$ cat src/rtl/locked_wdog_pkg.sv
package locked_wdog_pkg;

    localparam int SEL_W = 4;
    localparam int PER_W = 8;

    localparam int unsigned OFS_CFG    = 32'h180;
    localparam int unsigned OFS_CMD    = 32'h188;
    localparam int unsigned OFS_UNLOCK = 32'h18C;
    localparam logic [31:0] UNLOCK_KEY = 32'h0000_C45A;

    localparam int CMD_START_BIT = 0;
    localparam int CMD_STOP_BIT  = 1;

    typedef struct packed {
        logic             pmc_en;
        logic             sys_en;
        logic             fiq_en;
        logic             irq_en;
        logic [PER_W-1:0] period;
        logic [SEL_W-1:0] sel;
    } wd_cfg_t;

    localparam int CFG_W = $bits(wd_cfg_t);

endpackage

$ cat src/rtl/locked_wdog_regs.sv
module locked_wdog_regs
    import locked_wdog_pkg::*;
#(
    parameter int ADDR_W = 12
) (
    input  logic              clk,
    input  logic              rst_n,
    input  logic              wr_en,
    input  logic [ADDR_W-1:0] wr_addr,
    input  logic [31:0]       wr_data,
    output wd_cfg_t           cfg_o,
    output logic              cmd_start_o,
    output logic              cmd_stop_o,
    output logic              unlocked_o
);

    typedef struct packed {
        wd_cfg_t cfg;
        logic    unl;
    } regs_state_t;

    regs_state_t st_d, st_q;
    logic        hit_cfg, hit_cmd, hit_unl;
    logic        start_d, stop_d;

    always_comb begin
        hit_cfg = wr_en && (wr_addr == ADDR_W'(OFS_CFG));
        hit_cmd = wr_en && (wr_addr == ADDR_W'(OFS_CMD));
        hit_unl = wr_en && (wr_addr == ADDR_W'(OFS_UNLOCK));

        st_d    = st_q;
        start_d = 1'b0;
        stop_d  = 1'b0;

        if (hit_cfg) begin
            st_d.cfg = wd_cfg_t'(wr_data[CFG_W-1:0]);
        end
        if (hit_unl) begin
            st_d.unl = (wr_data == UNLOCK_KEY);
        end
        if (hit_cmd) begin
            st_d.unl = 1'b0;
            if (st_q.unl) begin
                stop_d  = wr_data[CMD_STOP_BIT];
                start_d = wr_data[CMD_START_BIT] && !wr_data[CMD_STOP_BIT];
            end
        end
    end

    always_ff @(posedge clk or negedge rst_n) begin
        if (!rst_n) begin
            st_q <= '0;
        end else begin
            st_q <= st_d;
        end
    end

    assign cfg_o       = st_q.cfg;
    assign cmd_start_o = start_d;
    assign cmd_stop_o  = stop_d;
    assign unlocked_o  = st_q.unl;

    // any command write leaves the block locked afterwards
    p_cmd_relocks_r3: assert property (@(posedge clk) disable iff (!rst_n)
        (wr_en && wr_addr == ADDR_W'(OFS_CMD)) |=> !unlocked_o);

endmodule

$ cat src/rtl/locked_wdog_srcmux.sv
module locked_wdog_srcmux
    import locked_wdog_pkg::*;
#(
    parameter int NUM_SRC = 16
) (
    input  logic [NUM_SRC-1:0] src_pulse,
    input  logic [SEL_W-1:0]   sel,
    output logic               tick_o
);

    logic [NUM_SRC-1:0] match;

    for (genvar gi = 0; gi < NUM_SRC; gi++) begin : g_src
        assign match[gi] = src_pulse[gi] && (sel == SEL_W'(gi));
    end

    assign tick_o = |match;

endmodule

$ cat src/rtl/locked_wdog_core.sv
module locked_wdog_core
    import locked_wdog_pkg::*;
#(
    parameter int RST_CYCLES = 4
) (
    input  logic    clk,
    input  logic    rst_n,
    input  wd_cfg_t cfg,
    input  logic    cmd_start,
    input  logic    cmd_stop,
    input  logic    tick,
    output logic    irq_o,
    output logic    fiq_o,
    output logic    sys_rst_o,
    output logic    pmc_rst_o,
    output logic    running_o
);

    localparam int RCW = $clog2(RST_CYCLES + 1);

    typedef struct packed {
        logic             run;
        logic [PER_W-1:0] cnt;
        logic             irq;
        logic             fiq;
        logic [RCW-1:0]   sys_cnt;
        logic [RCW-1:0]   pmc_cnt;
    } core_state_t;

    core_state_t      c_d, c_q;
    logic [PER_W-1:0] per_eff;
    logic [PER_W:0]   cnt_inc;
    logic             fire;

    always_comb begin
        c_d     = c_q;
        fire    = 1'b0;
        per_eff = (cfg.period == '0) ? PER_W'(1) : cfg.period;
        cnt_inc = {1'b0, c_q.cnt} + (PER_W+1)'(1);

        if (c_q.sys_cnt != '0) c_d.sys_cnt = c_q.sys_cnt - RCW'(1);
        if (c_q.pmc_cnt != '0) c_d.pmc_cnt = c_q.pmc_cnt - RCW'(1);

        if (cmd_stop) begin
            c_d = '0;
        end else if (cmd_start) begin
            c_d.run = 1'b1;
            c_d.cnt = '0;
            c_d.irq = 1'b0;
            c_d.fiq = 1'b0;
        end else if (c_q.run && tick) begin
            if (cnt_inc >= {1'b0, per_eff}) begin
                fire    = 1'b1;
                c_d.cnt = '0;
            end else begin
                c_d.cnt = cnt_inc[PER_W-1:0];
            end
        end

        if (fire) begin
            if (cfg.irq_en) c_d.irq = 1'b1;
            if (cfg.fiq_en) c_d.fiq = 1'b1;
            if (cfg.sys_en) c_d.sys_cnt = RCW'(RST_CYCLES);
            if (cfg.pmc_en) c_d.pmc_cnt = RCW'(RST_CYCLES);
        end
    end

    always_ff @(posedge clk or negedge rst_n) begin
        if (!rst_n) begin
            c_q <= '0;
        end else begin
            c_q <= c_d;
        end
    end

    assign irq_o     = c_q.irq;
    assign fiq_o     = c_q.fiq;
    assign sys_rst_o = (c_q.sys_cnt != '0);
    assign pmc_rst_o = (c_q.pmc_cnt != '0);
    assign running_o = c_q.run;

    // an accepted start drops both interrupt levels and the count
    p_start_clears_r4: assert property (@(posedge clk) disable iff (!rst_n)
        (cmd_start && !cmd_stop) |=> (!irq_o && !fiq_o && c_q.cnt == '0));

    // disable drops every output
    p_stop_clears_r5: assert property (@(posedge clk) disable iff (!rst_n)
        cmd_stop |=> (!irq_o && !fiq_o && !sys_rst_o && !pmc_rst_o && !running_o));

    // a stopped watchdog holds no partial count
    p_idle_zero_r6: assert property (@(posedge clk) disable iff (!rst_n)
        !running_o |-> (c_q.cnt == '0));

    // interrupt level held while no start or disable arrives
    p_irq_hold_r8: assert property (@(posedge clk) disable iff (!rst_n)
        (irq_o && !cmd_start && !cmd_stop) |=> irq_o);

    // a system reset pulse begins only when enabled at the firing edge
    p_sys_needs_en_r9: assert property (@(posedge clk) disable iff (!rst_n)
        $rose(sys_rst_o) |-> $past(cfg.sys_en));

    // a fresh reset pulse lasts at least two cycles
    p_pmc_len_r9: assert property (@(posedge clk) disable iff (!rst_n)
        ($rose(pmc_rst_o) && !cmd_stop) |=> pmc_rst_o);

endmodule

$ cat src/rtl/locked_wdog.sv
module locked_wdog
    import locked_wdog_pkg::*;
#(
    parameter int ADDR_W     = 12,
    parameter int NUM_SRC    = 16,
    parameter int RST_CYCLES = 4
) (
    input  logic               clk,
    input  logic               rst_n,
    input  logic               wr_en,
    input  logic [ADDR_W-1:0]  wr_addr,
    input  logic [31:0]        wr_data,
    input  logic [NUM_SRC-1:0] src_pulse,
    output logic               irq_o,
    output logic               fiq_o,
    output logic               sys_rst_o,
    output logic               pmc_rst_o
);

    wd_cfg_t cfg;
    logic    cmd_start, cmd_stop, unlocked, tick, running;

    locked_wdog_regs #(.ADDR_W(ADDR_W)) u_regs (
        .clk         (clk),
        .rst_n       (rst_n),
        .wr_en       (wr_en),
        .wr_addr     (wr_addr),
        .wr_data     (wr_data),
        .cfg_o       (cfg),
        .cmd_start_o (cmd_start),
        .cmd_stop_o  (cmd_stop),
        .unlocked_o  (unlocked)
    );

    locked_wdog_srcmux #(.NUM_SRC(NUM_SRC)) u_mux (
        .src_pulse (src_pulse),
        .sel       (cfg.sel),
        .tick_o    (tick)
    );

    locked_wdog_core #(.RST_CYCLES(RST_CYCLES)) u_core (
        .clk       (clk),
        .rst_n     (rst_n),
        .cfg       (cfg),
        .cmd_start (cmd_start),
        .cmd_stop  (cmd_stop),
        .tick      (tick),
        .irq_o     (irq_o),
        .fiq_o     (fiq_o),
        .sys_rst_o (sys_rst_o),
        .pmc_rst_o (pmc_rst_o),
        .running_o (running)
    );

    // counting can only begin out of an unlocked state
    p_start_needs_key_r3: assert property (@(posedge clk) disable iff (!rst_n)
        $rose(running) |-> $past(unlocked));

endmodule

$ cat config.mk
export PLATFORM = sky130hd
export DESIGN_NAME = locked_wdog
export DESIGN_NICKNAME = d
export VERILOG_FILES = /design/src/rtl/locked_wdog_pkg.sv /design/src/rtl/locked_wdog_regs.sv /design/src/rtl/locked_wdog_srcmux.sv /design/src/rtl/locked_wdog_core.sv /design/src/rtl/locked_wdog.sv
export SDC_FILE = /design/constraint.sdc
export NUM_CORES = 1
export LEC_CHECK = 0
export BUFFER_PORTS_ARGS = -buffer_cell sky130_fd_sc_hd__buf_2
export CORE_UTILIZATION = 55
export DETAILED_ROUTE_END_ITERATION = 8
export PLACE_DENSITY = 0.85
export SYNTH_ARGS = -nofsm -noshare
export SYNTH_HDL_FRONTEND = slang
export SYNTH_SLANG_ARGS = --single-unit
$ cat constraint.sdc
create_clock -name clk -period 8 [get_ports clk]
set_input_delay 1.2 -clock clk [delete_from_list [all_inputs] [get_ports clk]]
set_output_delay 1.2 -clock clk [all_outputs]
set_load 0.05 [all_outputs]
# Word-level counts from Yosys, hierarchy flattened
# Index checks and enable logic that the tools add are counted.
# word_totals
regBits,34
in_bits,63
word_cells,91
# classes
addsub,3
order_cmp,1
n_eq_ne,19
muxes,25
reduce_logical,30
# op_table
operator,n
$mux W8,5
$eq A12 B9 Y1 const B,3
$eq A32 B16 Y1 const B,1
$eq A4 B4 Y1 const B,8
$logic_and A1 B1 Y1,21
$eq A4 B3 Y1 const B,4
$reduce_or A16 Y1,1
$mux W1,13
$mux W3,4
$mux W11,1
$add A8 B1 Y9 const B,1
$ge A9 B8 Y1,1
$reduce_bool A3 Y1,3
$eq A4 B2 Y1 const B,2
$logic_not A8 Y1,1
$mux W6,1
$sub A3 B1 Y3 const B,2
$eq A4 B1 Y1 const B,1
$logic_not A4 Y1,1
$reduce_bool A2 Y1,2
$mux W2,1
$logic_not A1 Y1,1

# Logic depth before layout (Yosys ltp)
# Gate-level depths: netlist (run 1).
# depth
word_depth,9
ltp_mapped,11
ltp_nobuf,11

# By module
# Synthesis (run 1) repeated with hierarchy kept, for this count alone.
# hier_totals
cells_unflattened,205
area_unflattened_um2,2219.6
# by_module_without_submodules
module,n_inst,cells_per_inst,area_per_inst_um2,seq_area_each_um2
locked_wdog_core,1,137,1201.2,425.4
locked_wdog_regs,1,61,883.3,425.4
locked_wdog_srcmux,1,7,135.1,0.0

# Worst setup path before layout (run 1)
# Ideal clock, no wire load.
# synth_timing
kind,flip-flop to flip-flop
startpoint,reg u_core.c_q[8] (netlist bit)
endpoint,reg u_core.c_q[0] (netlist bit)
arrival_time_ns,2.403
path_slack_ns,5.461
path_stages_with_launch,12
path_cell_list,dfrtp_1 > ha_1 > and3_1 > nand3_1 > xnor2_1 > ha_1 > o21a_1 > o21ai_0 > a211o_1 > nor2b_2 > nor3_4 > a211oi_1
# synth_lines
item,line_no,text
from (decl),locked_wdog_core.sv:30,"core_state_t c_d, c_q;"
from (signal assigned),locked_wdog_core.sv:70,c_q <= '0;
from (signal assigned),locked_wdog_core.sv:72,c_q <= c_d;

==> results of run 1 <==
-- synthesized netlist by cell type (4+ instances only) --
cell / count / area, um^2
dfrtp_1: 34 / 851
inv_1: 17 / 63.8
nand2_1: 15 / 56.3
ha_1: 13 / 163
nor2_1: 12 / 45.0
a21oi_1: 9 / 45.0
mux2_2: 9 / 101
nand3_1: 9 / 45.0
o21ai_0: 9 / 45.0
mux2i_1: 8 / 80.1
a22o_1: 7 / 61.3
nor2b_1: 5 / 31.3
nor4_1: 5 / 31.3
nor4b_1: 5 / 43.8
a211oi_1: 4 / 30.0
and3_1: 4 / 25.0
o2bb2ai_1: 4 / 35.0
xnor2_1: 4 / 35.0
xor2_1: 4 / 35.0
-- metrics by stage --
stage | hold WS [ns] | instances
4_1_cts | 0.484 | 333
5_1_grt | 0.510 | 333
3_3_place_gp | 0.473 | 325
6_report | 0.483 | 333
2_1_floorplan | 0.450 | 214
3_5_place_dp | 0.467 | 325
-- power groups by stage --
stage	clock network, W	logic [W]	registers (W)
detailed placement	0	0.0000255	0.000176
global route	0.000211	0.0000281	0.000173
finish	0.000199	0.0000252	0.000173
floorplan	0	0.00000453	0.000176
CTS	0.000201	0.0000257	0.000173
global placement	0	0.0000248	0.000176
-- metal layers --
metal	track usage [%]	up-vias
met4	8.06	0
li1	-	922
met5	0	-
met2	41.0	81
met1	30.9	864
met3	6.25	4
-- sequential cells by signal, indices dropped and copies added (netlist names) --
| name | count |
|---|---|
| u_core.c_q | 14 |
| u_core.fiq_o | 1 |
| u_core.irq_o | 1 |
| u_core.running_o | 1 |
| u_regs.cfg_o | 16 |
| u_regs.unlocked_o | 1 |
-- worst register-to-register path, delay by kind of cell (launching register included) --
kind | cells | cell delay [ns]
and+or+nand+nor | 4 | 0.84
DFF | 1 | 0.42
AOI/OAI and AO/OA | 4 | 0.95
xor gates and xnor gates | 1 | 0.18
adders and majority gates | 2 | 0.56
-- worst min-delay path by stage --
| stage | to | from | cells past startpoint | slack [ns] |
|---|---|---|---|---|
| global route | u_regs.unlocked_o | u_regs.unlocked_o | 1 | 0.51 |
| floorplan | u_regs.unlocked_o | u_regs.unlocked_o | 1 | 0.45 |
| global placement | u_core.fiq_o | u_regs.cfg_o[13] | 1 | 0.47 |
| finish | u_regs.unlocked_o | u_regs.unlocked_o | 1 | 0.48 |
| CTS | u_regs.unlocked_o | u_regs.unlocked_o | 1 | 0.48 |
| detailed placement | u_regs.unlocked_o | u_regs.unlocked_o | 1 | 0.47 |
-- area by class of cell --
cell class              instances  share of cell area, %
clock inverters                 2                   2.28
multi-input cells             159                   44.8
repair buffers                 67                   12.8
well taps                      48                   2.28
flip-flops and latches         34                   32.3
clock buffers                   6                   3.13
inverters                      17                   2.42
-- logic make-up (layout without fill, tap and decap cells) --
| kind of cell | count (synthesis) | in the layout | synth area share, % |
|---|---|---|---|
| DFF | 34 | 34 | 40.1 |
| adders and majority gates | 13 | 13 | 7.67 |
| buffers and inverters | 21 | 92 | 4.25 |
| and+or+nand+nor | 76 | 76 | 21.3 |
| muxes | 17 | 17 | 8.55 |
| AOI/OAI and AO/OA | 45 | 45 | 14.8 |
| xor gates and xnor gates | 8 | 8 | 3.30 |
==> flow_summary.toml, run 1 <==
[status]
status = "completed"

[clock_tree]
cts-root-buf = "clkbuf_8"
numClockSinks = 34
cts.repair.resized = 0
cts_hold_buf = 0
cts_tree = "yes"
clk-insertion-delay-late_ns = 0.29
post_cts_buffers = 0
cts_htree_levels = 2
path_clk_slew_ns = 0.07
cts_buffer_depth = 2
cts_buffers = 5

[finish]
syn2layout_area_growth_pct = 24.2
final_common_cell = "buf_2"
n_fill_cell = 286
multi_input_area_mm2 = 0.00118
final_core_util_pct = 71.4
drive_gt1_share_pct = 31.9
nNetsFinal = 360
final_cell_mix = "buf_2, dfrtp_1, inv_1"
n_antenna_cell = 0
seqCellArea_um2 = 851
fin_area_mm2 = 0.00264

[worst_setup_path]
criticalPathCategory = "reg2reg"
crit_top_cell = "ha_1"
worstSetupEndpoint = "u_core.c_q[1]"
cp_cell_sequence = "ha_1 -> and3_1 -> nand3_1 -> xnor2_1 -> ha_1 -> o21a_1 -> o21ai_0 -> a211o_1 -> nor2b_2 -> nor3_4 -> a211oi_1"
arrival_ns = 3.24
slowest_delay_ns = 0.42
crit_path_top_delay_cell = "dfrtp_1"
worstSetupEndpointType = "register"
crit-reg2reg-launch = "u_core.c_q[8]"
start_kind = "register"
worst-path-buf-inv = 0
crit_family = "compound AO/OA/AOI/OAI gates"
timing.rr.end = "u_core.c_q[1]"
cp_max_fo = 8
worstRegToRegCells = 11
crit_cells = 11
startpoint = "u_core.c_q[8]"
required_ns = 8.19
ff2ff_setup_slack_ns = 4.95

[timing]
tns_ns = 0
worstMarginPinSlew_ns = 0.755
hold_viol = 0
finalCritPeriodShare_pct = 38.1
clock.fmax_mhz = 328
finalWorstSetupSlack_ns = 4.95
skew_ns = 0.00626
rsz0062_at_grt = "false"
timing.final.crit_period_ns = 3.05
slew_headroom_pct = 49.6
report.final.slew_viol_count = 0
setup_viol = 0

[route]
wl_per_cell_um = 14.0
drtPass1Iterations = 4
wl_met1_um = 2050
post-route-drc-count = 0
routed.top_layer = "met4"
wl_um = 4660
wl_met3_um = 322
via_per_inst = 5.62
met2_length_um = 2240
drtIter0Drc = 60
vias = 1871
postRouteAntennaNets = 0

[power_and_ir_drop]
p_leak_nw = 1.38
switching_share_pct = 19.6
p_int_w = 0.000319
pwr-share-comb_pct = 6.4
total_power_w = 0.000396
clock_power_share_pct = 50.1
p_sw_w = 0.0000776
power_frac_seq_pct = 43.5
p_per_area_mw_per_mm2 = 150
vdd_drop_max_mv = 0.207

[place]
place.port_buffers = 66
place_area_mm2 = 0.00249
place_ws_ns = 5.12
dp.final_hpwl_um = 3430
gp_congestion = 0.818

[synthesis]
ys_seq_area_share_pct = 40.1
syn_avg_cell_area_um2 = 9.91
synth_edf_count = 0
yosys_warnings = 0
ys_async_sr_fraction_pct = 100
ys_types = 44
synth_area_mm2 = 0.00212
ys_seq_elements = 34
synthesis.nets = 290
syn_inst = 214
dominantRegCellSynth = "dfrtp_1"

[floorplan]
die_area_mm2 = 0.00411
initial_core_util_pct = 57.5
io_pins = 67
die_h_um = 64.1
core.rowCount = 22
coreArea_mm2 = 0.00369
fp.dieW_um = 64.1

[global_routing]
grt_pass1_vias = 1733
grt.total_usage_pct = 24.5
grt_overflow_total = 0
grt_first_pass_wirelength_um = 7530
grt_max_degree = 35
antenna_found_initial = 0

[run]
maxCapViolations = 0

[hold_path]
hold_class = "reg2reg"
(Power assumes the default switching activity.)
==> run 2: changes to the inputs <==
--- a/config.mk
+++ b/config.mk
@@ -5,10 +5,11 @@
 export SDC_FILE = /design/constraint.sdc
 export NUM_CORES = 1
 export LEC_CHECK = 0
+export ABC_AREA = 1
 export BUFFER_PORTS_ARGS = -buffer_cell sky130_fd_sc_hd__buf_2
-export CORE_UTILIZATION = 55
+export CORE_UTILIZATION = 47
 export DETAILED_ROUTE_END_ITERATION = 8
-export PLACE_DENSITY = 0.85
+export PLACE_DENSITY = 0.76
 export SYNTH_ARGS = -nofsm -noshare
 export SYNTH_HDL_FRONTEND = slang
 export SYNTH_SLANG_ARGS = --single-unit
==> constraint.sdc (replaced) <==
create_clock -name clk -period 2.8 [get_ports clk]
set_input_delay 0.42 -clock clk [delete_from_list [all_inputs] [get_ports clk]]
set_output_delay 0.42 -clock clk [all_outputs]
set_load 0.05 [all_outputs]
==> run 2 against run 1 <==
Against the previous run:
- area after synthesis grew 11%
- first-iteration DRC count rose by 55%
- global-route usage down 2.5 points
- clock power grew 120%
- critical path type unchanged
- synthesized cell count rose by 52%
- worst setup slack worse by 4.5 ns
- combinational power increased to 19 times the previous value
- register-to-register slack got worse by 4.5 ns
- via count increased by 20%
- routed wire length is 7.6% higher
- final cell count grew 39%
- sequential power increased to 3.2 times the previous value
==> flow_summary.toml, run 2 <==
[status]
status = "completed"

[route]
drtPass1Iterations = 4
postRouteAntennaNets = 0
routed.top_layer = "met4"
wl_per_cell_um = 10.9
wl_um = 5020
wl_met3_um = 183
post-route-drc-count = 0
via_per_inst = 4.86
wl_met1_um = 2220
vias = 2244
met2_length_um = 2580
drtIter0Drc = 93

[finish]
n_antenna_cell = 0
n_fill_cell = 463
final_cell_mix = "nand2_1, buf_2, inv_1"
final_core_util_pct = 59.3
drive_gt1_share_pct = 22.3
nNetsFinal = 470
syn2layout_area_growth_pct = 20.4
largest_reg_flops = 16
final_common_cell = "nand2_1"

[synthesis]
synth_area_mm2 = 0.00236
dominantRegCellSynth = "dfrtp_1"
synthesis.nets = 402
yosysMostFrequentCell = "nand2_1"
ys_async_sr_fraction_pct = 100
syn_inst = 326
ys_types = 31
netlist_top_cells_area = "dfrtp_1, nand2_1, inv_1, nand3_1, ha_1"
synth_commonest_cells = "nand2_1, inv_1, dfrtp_1, nand3_1, nor2_1"
syn_avg_cell_area_um2 = 7.23
synth_edf_count = 0
ys_seq_elements = 34
yosys_warnings = 0
ys_seq_area_share_pct = 36.1
post-synth-top-area-cell = "dfrtp_1"
yosysTopAreaCellShare_pct = 36.1

[clock_tree]
post_cts_buffers = 0
path_clk_slew_ns = 0.07
clk-insertion-delay-late_ns = 0.28
cts_buffers = 5
cts.repair.resized = 0
cts_buffer_depth = 2
numClockSinks = 34
cts_hold_buf = 0
cts_htree_levels = 2
cts-root-buf = "clkbuf_8"
cts_tree = "yes"

[global_routing]
grt_max_degree = 35
antenna_found_initial = 0
grt.total_usage_pct = 22.0
grt_pass1_vias = 2179
grt_first_pass_wirelength_um = 8980
grt_overflow_total = 0

[worst_setup_path]
slowest_delay_ns = 0.43
required_ns = 2.97
worstSetupEndpointType = "register"
crit_top_cell = "nand2_1"
start_kind = "register"
cp_cell_sequence = "ha_1 -> nand3_1 -> xor2_1 -> ha_1 -> nand2_1 -> nor2_1 -> nand2_1 -> nand3_1 -> nand2_1 -> nand2_1 -> nand2_1 -> nand2_2 -> nand3_1 -> nand2_1 -> nand2_1"
arrival_ns = 2.51
worstRegToRegCells = 15
cp_max_fo = 10
crit_path_top_delay_cell = "dfrtp_1"
criticalPathCategory = "reg2reg"

[run]
maxCapViolations = 0

[floorplan]
fp.dieW_um = 72.8
core.rowCount = 25
die_h_um = 72.8
io_pins = 67
initial_core_util_pct = 49.3
die_area_mm2 = 0.00531
coreArea_mm2 = 0.00479

[place]
place.port_buffers = 66
dp.final_hpwl_um = 4000
gp_congestion = 0.818

[timing]
timing.final.crit_period_ns = 2.34
hold_viol = 0
skew_ns = 0.00800
finalCritPeriodShare_pct = 83.4
report.final.slew_viol_count = 0
setup_viol = 0
worstMarginPinSlew_ns = 0.790
slew_headroom_pct = 47.2
tns_ns = 0
clock.fmax_mhz = 428
rsz0062_at_grt = "false"

[power_and_ir_drop]
power_frac_seq_pct = 38.2
clock_power_share_pct = 29.7
p_per_area_mw_per_mm2 = 517
p_int_w = 0.000993
switching_share_pct = 32.3
pwr-share-comb_pct = 32.1
vdd_drop_max_mv = 0.428
p_sw_w = 0.000475
p_leak_nw = 1.62

[hold_path]
hold_class = "in2async"
run 2: cell types whose count changed after synthesis, sizes merged, moves of 6 or more:
cell	previous run	this run
mux2	9	3
nand3	9	35
o21ai	9	15
nor2	13	32
nand2	15	86
a22o	7	0
nand4	3	10
mux2i	8	2
nor2b	6	0
inv	17	58
run 2: path summary, 6_finish.rpt:
| kind | from | to | slack [ns] |
|---|---|---|---|
| setup / recovery | u_core.c_q[8] | u_core.c_q[3] | 0.46 |
| hold / removal | rst_n | u_regs.cfg_o[5] | 0.20 |
| setup reg to reg | u_core.c_q[8] | u_core.c_q[3] | 0.46 |
| hold reg to reg | u_core.fiq_o | u_core.fiq_o | 0.48 |
| max in group asynchronous | rst_n | u_regs.cfg_o[1] | 2.13 |
| min in group clk | wr_data[11] | u_regs.cfg_o[11] | 0.40 |
run 2: kinds of logic (layout without fill, tap and decap cells):
logic type / count (synthesis) / count (layout) / share of synthesized area (%)
and+or+nand+nor: 175 / 175 / 33.5
buffers and inverters: 64 / 133 / 11.4
DFF: 34 / 34 / 36.1
AOI/OAI and AO/OA: 25 / 25 / 6.21
adders and majority gates: 13 / 13 / 6.90
xor gates and xnor gates: 10 / 10 / 3.71
muxes: 5 / 5 / 2.28
run 2: power by group through the flow:
| stage | clock [W] | sequential [W] | combinational [W] |
|---|---|---|---|
| after floorplan | 0 | 0.000564 | 0.000361 |
| after global placement | 0 | 0.000571 | 0.000463 |
| after detailed placement | 0 | 0.000568 | 0.000480 |
| after CTS | 0.000450 | 0.000562 | 0.000481 |
| after global routing | 0.000464 | 0.000564 | 0.000568 |
| final | 0.000435 | 0.000561 | 0.000471 |
run 2: metrics by stage:
| stage | hold WS (ns) | cell area (um^2) | power, W | cells | setup slack, ns |
|---|---|---|---|---|---|
| finish | 0.197 | 2840 | 0.00147 | 462 | 0.465 |
| CTS | 0.225 | 2840 | 0.00149 | 462 | 0.466 |
| detailed placement | 0.465 | 2730 | 0.00105 | 454 | 0.457 |
| global route | 0.257 | 2840 | 0.00160 | 462 | 0.210 |
| global placement | 0.467 | 2730 | 0.00103 | 454 | 0.566 |
| floorplan | 0.124 | 2360 | 0.000925 | 326 | 0.740 |
run 2: layer usage:
metal | track usage, % | up-vias
li1 | - | 1181
met1 | 26.1 | 1011
met2 | 38.9 | 48
met3 | 4.97 | 4
met4 | 7.84 | 0
met5 | 0 | -
run 2: layout make-up:
class                      instances  area (um^2)  area share [%]
sequential                        34          851            30.0
inverter                          58          220            7.76
timing repair buffer              67          338            11.9
multi-input combinational        228         1240            43.7
clock buffer                       7         76.3            2.69
clock inverter                     1         30.0            1.06
tap                               67         83.8            2.95
run 2: critical path, delay by kind of cell (launching register included):
| kind | cells | cell delay [ns] |
|---|---|---|
| xor+xnor | 1 | 0.18 |
| simple gates | 12 | 1.09 |
| fa+ha+maj | 2 | 0.52 |
| flops | 1 | 0.43 |
==> run 3: changes to the inputs <==
--- a/config.mk
+++ b/config.mk
@@ -7,9 +7,9 @@
 export LEC_CHECK = 0
 export ABC_AREA = 1
 export BUFFER_PORTS_ARGS = -buffer_cell sky130_fd_sc_hd__buf_2
-export CORE_UTILIZATION = 47
+export CORE_UTILIZATION = 52
 export DETAILED_ROUTE_END_ITERATION = 8
-export PLACE_DENSITY = 0.76
+export PLACE_DENSITY = 0.8
 export SYNTH_ARGS = -nofsm -noshare
 export SYNTH_HDL_FRONTEND = slang
 export SYNTH_SLANG_ARGS = --single-unit
==> constraint.sdc (replaced) <==
create_clock -name clk -period 2.4 [get_ports clk]
set_input_delay 0.36 -clock clk [delete_from_list [all_inputs] [get_ports clk]]
set_output_delay 0.36 -clock clk [all_outputs]
set_load 0.05 [all_outputs]
==> run 3 against run 2 <==
Against the previous run:
- sequential power increased by 16%
- hold slack got worse by 0.059 ns
- utilization increased by 6.1 points
- routed wire length increased by 4.5%
- cell area increased by 0.35%
- global-route usage increased by 1.2 points
- count of clock-buffer cells in the layout decreased by 2
- via count increased by 2.0%
- largest cell class unchanged
- largest power group unchanged
==> flow_summary.toml, run 3 (synthesis results as in run 2) <==
[floorplan]
core.rowCount = 24
die_area_mm2 = 0.00481
coreArea_mm2 = 0.00435
fp.dieW_um = 69.3
die_h_um = 69.3
initial_core_util_pct = 54.2
io_pins = 67

[finish]
largest_reg_flops = 16
n_antenna_cell = 0
drive_gt1_share_pct = 23.7
multi_input_area_mm2 = 0.00126
n_fill_cell = 373
fin_area_mm2 = 0.00285
final_common_cell = "nand2_1"
nNetsFinal = 471
finalNonFillerCells = 448
syn2layout_area_growth_pct = 20.8
seqCellArea_um2 = 852
final_cell_mix = "nand2_1, buf_2, inv_1"

[timing]
finalWorstSetupSlack_ns = 0.0743
skew_ns = 0.0104
holdWs_ns = 0.138
worstMarginPinSlew_ns = 0.795
slew_headroom_pct = 46.8
setup_viol = 0
finalCritPeriodShare_pct = 96.9
clock.fmax_mhz = 430
hold_viol = 0
timing.final.crit_period_ns = 2.33
report.final.slew_viol_count = 0

[worst_setup_path]
arrival_ns = 2.52
crit-reg2reg-launch = "u_core.c_q[8]"
required_ns = 2.60
start_kind = "register"
crit_top_cell = "nand2_1"
ff2ff_setup_slack_ns = 0.07
worstSetupEndpointType = "register"
criticalPathCategory = "reg2reg"
cp_cell_sequence = "ha_1 -> nand3_2 -> xor2_2 -> ha_1 -> nand2_1 -> nor2_1 -> nand2_1 -> nand3_1 -> nand2_1 -> nand2_1 -> nand2_1 -> nand2_4 -> nand3_1 -> nand2_1 -> nand2_1"
timing.rr.end = "u_core.c_q[0]"
slowest_delay_ns = 0.41
crit_path_top_delay_cell = "dfrtp_2"
crit_cells = 15
worstRegToRegCells = 15
worst-path-buf-inv = 0
cp_max_fo = 10
crit_family = "simple AND/OR/NAND/NOR gates"

[global_routing]
grt_overflow_total = 0
antenna_found_initial = 0
grt.total_usage_pct = 23.2
grt_pass1_vias = 2177
grt_first_pass_wirelength_um = 8850
grt_max_degree = 35

[place]
dp.final_hpwl_um = 4060
place.port_buffers = 66
place_area_mm2 = 0.00271
place_ws_ns = 0.0956
gp_congestion = 0.866
dp.cells = 439

[clock_tree]
cts_hold_buf = 0
cts_buffers = 5
clk-insertion-delay-late_ns = 0.30
cts_htree_levels = 2
path_clk_slew_ns = 0.08
cts_tree = "yes"
numClockSinks = 34
cts_buffer_depth = 2
cts-root-buf = "clkbuf_8"

[power_and_ir_drop]
p_per_area_mw_per_mm2 = 615
vdd_drop_max_mv = 0.374
total_power_w = 0.00175
p_leak_nw = 1.64

[route]
wl_per_cell_um = 11.7
postRouteAntennaNets = 0
vias = 2290
post-route-drc-count = 0
via_per_inst = 5.11
drtPass1Iterations = 4
wl_um = 5250
drtIter0Drc = 132

[hold_path]
hold_class = "in2async"

[status]
status = "completed"

[run]
maxCapViolations = 0
-- run 3: changes by cell type in the layout (fill, tap and decap cells not counted) --
cell,before,now
nand3_2,1,2
xor2_1,8,7
nand2_2,3,2
dfrtp_1,34,33
clkbuf_1,2,0
buf_4,1,2
dfrtp_2,0,1
nand2_4,0,1
xor2_2,0,1
nand3_1,34,33
clkinv_2,0,2
-- run 3: metrics by stage --
stage / utilization (%) / TNS [ns]
2_1_floorplan: - / 0
4_1_cts: 64.8 / 0
6_report: 65.4 / 0
3_3_place_gp: 62.3 / 0
3_5_place_dp: 62.3 / 0
5_1_grt: 65.4 / -0.573
-- run 3: cell type report --
type                       count  share of cell area, %
multi-input combinational    228                   44.1
sequential                    34                   29.9
timing repair buffer          68                   12.1
inverter                      58                   7.73
clock buffer                   5                   2.42
tap                           52                   2.28
clock inverter                 3                   1.41
-- run 3: routing by layer --
metal | wire length [um] | up-vias | track usage, % | part of all wire (%)
met1 | 2370 | 1035 | 26.9 | 45
met3 | 218 | 10 | 4.94 | 4.2
met5 | 0 | - | 0 | 0
li1 | - | 1184 | - | -
met2 | 2560 | 61 | 41.5 | 49
met4 | 97 | 0 | 9.07 | 1.8
-- run 3: how the worst max path moves through the flow --
stage	from	endpoint	slack [ns]
finish	u_core.c_q[8]	u_core.c_q[0]	0.07
global route	u_core.c_q[8]	u_core.c_q[1]	-0.08
CTS	u_core.c_q[8]	u_core.c_q[0]	0.1
detailed placement	u_core.c_q[8]	u_core.c_q[0]	0.1
global placement	u_core.c_q[8]	u_core.c_q[1]	0.16
floorplan	u_core.c_q[8]	u_core.c_q[0]	0.34
-- run 3: repair_timing --
item / 4_1_cts / 5_1_grt
gates resized for setup: 0 / 4
setup endpoints to repair: 0 / 12
setup buffers: 0 / 1
-- run 3: power breakdown --
group	internal (W)	switching, W
clock network	0.000306	0.000221
registers	0.000631	0.0000228
logic	0.000218	0.000354
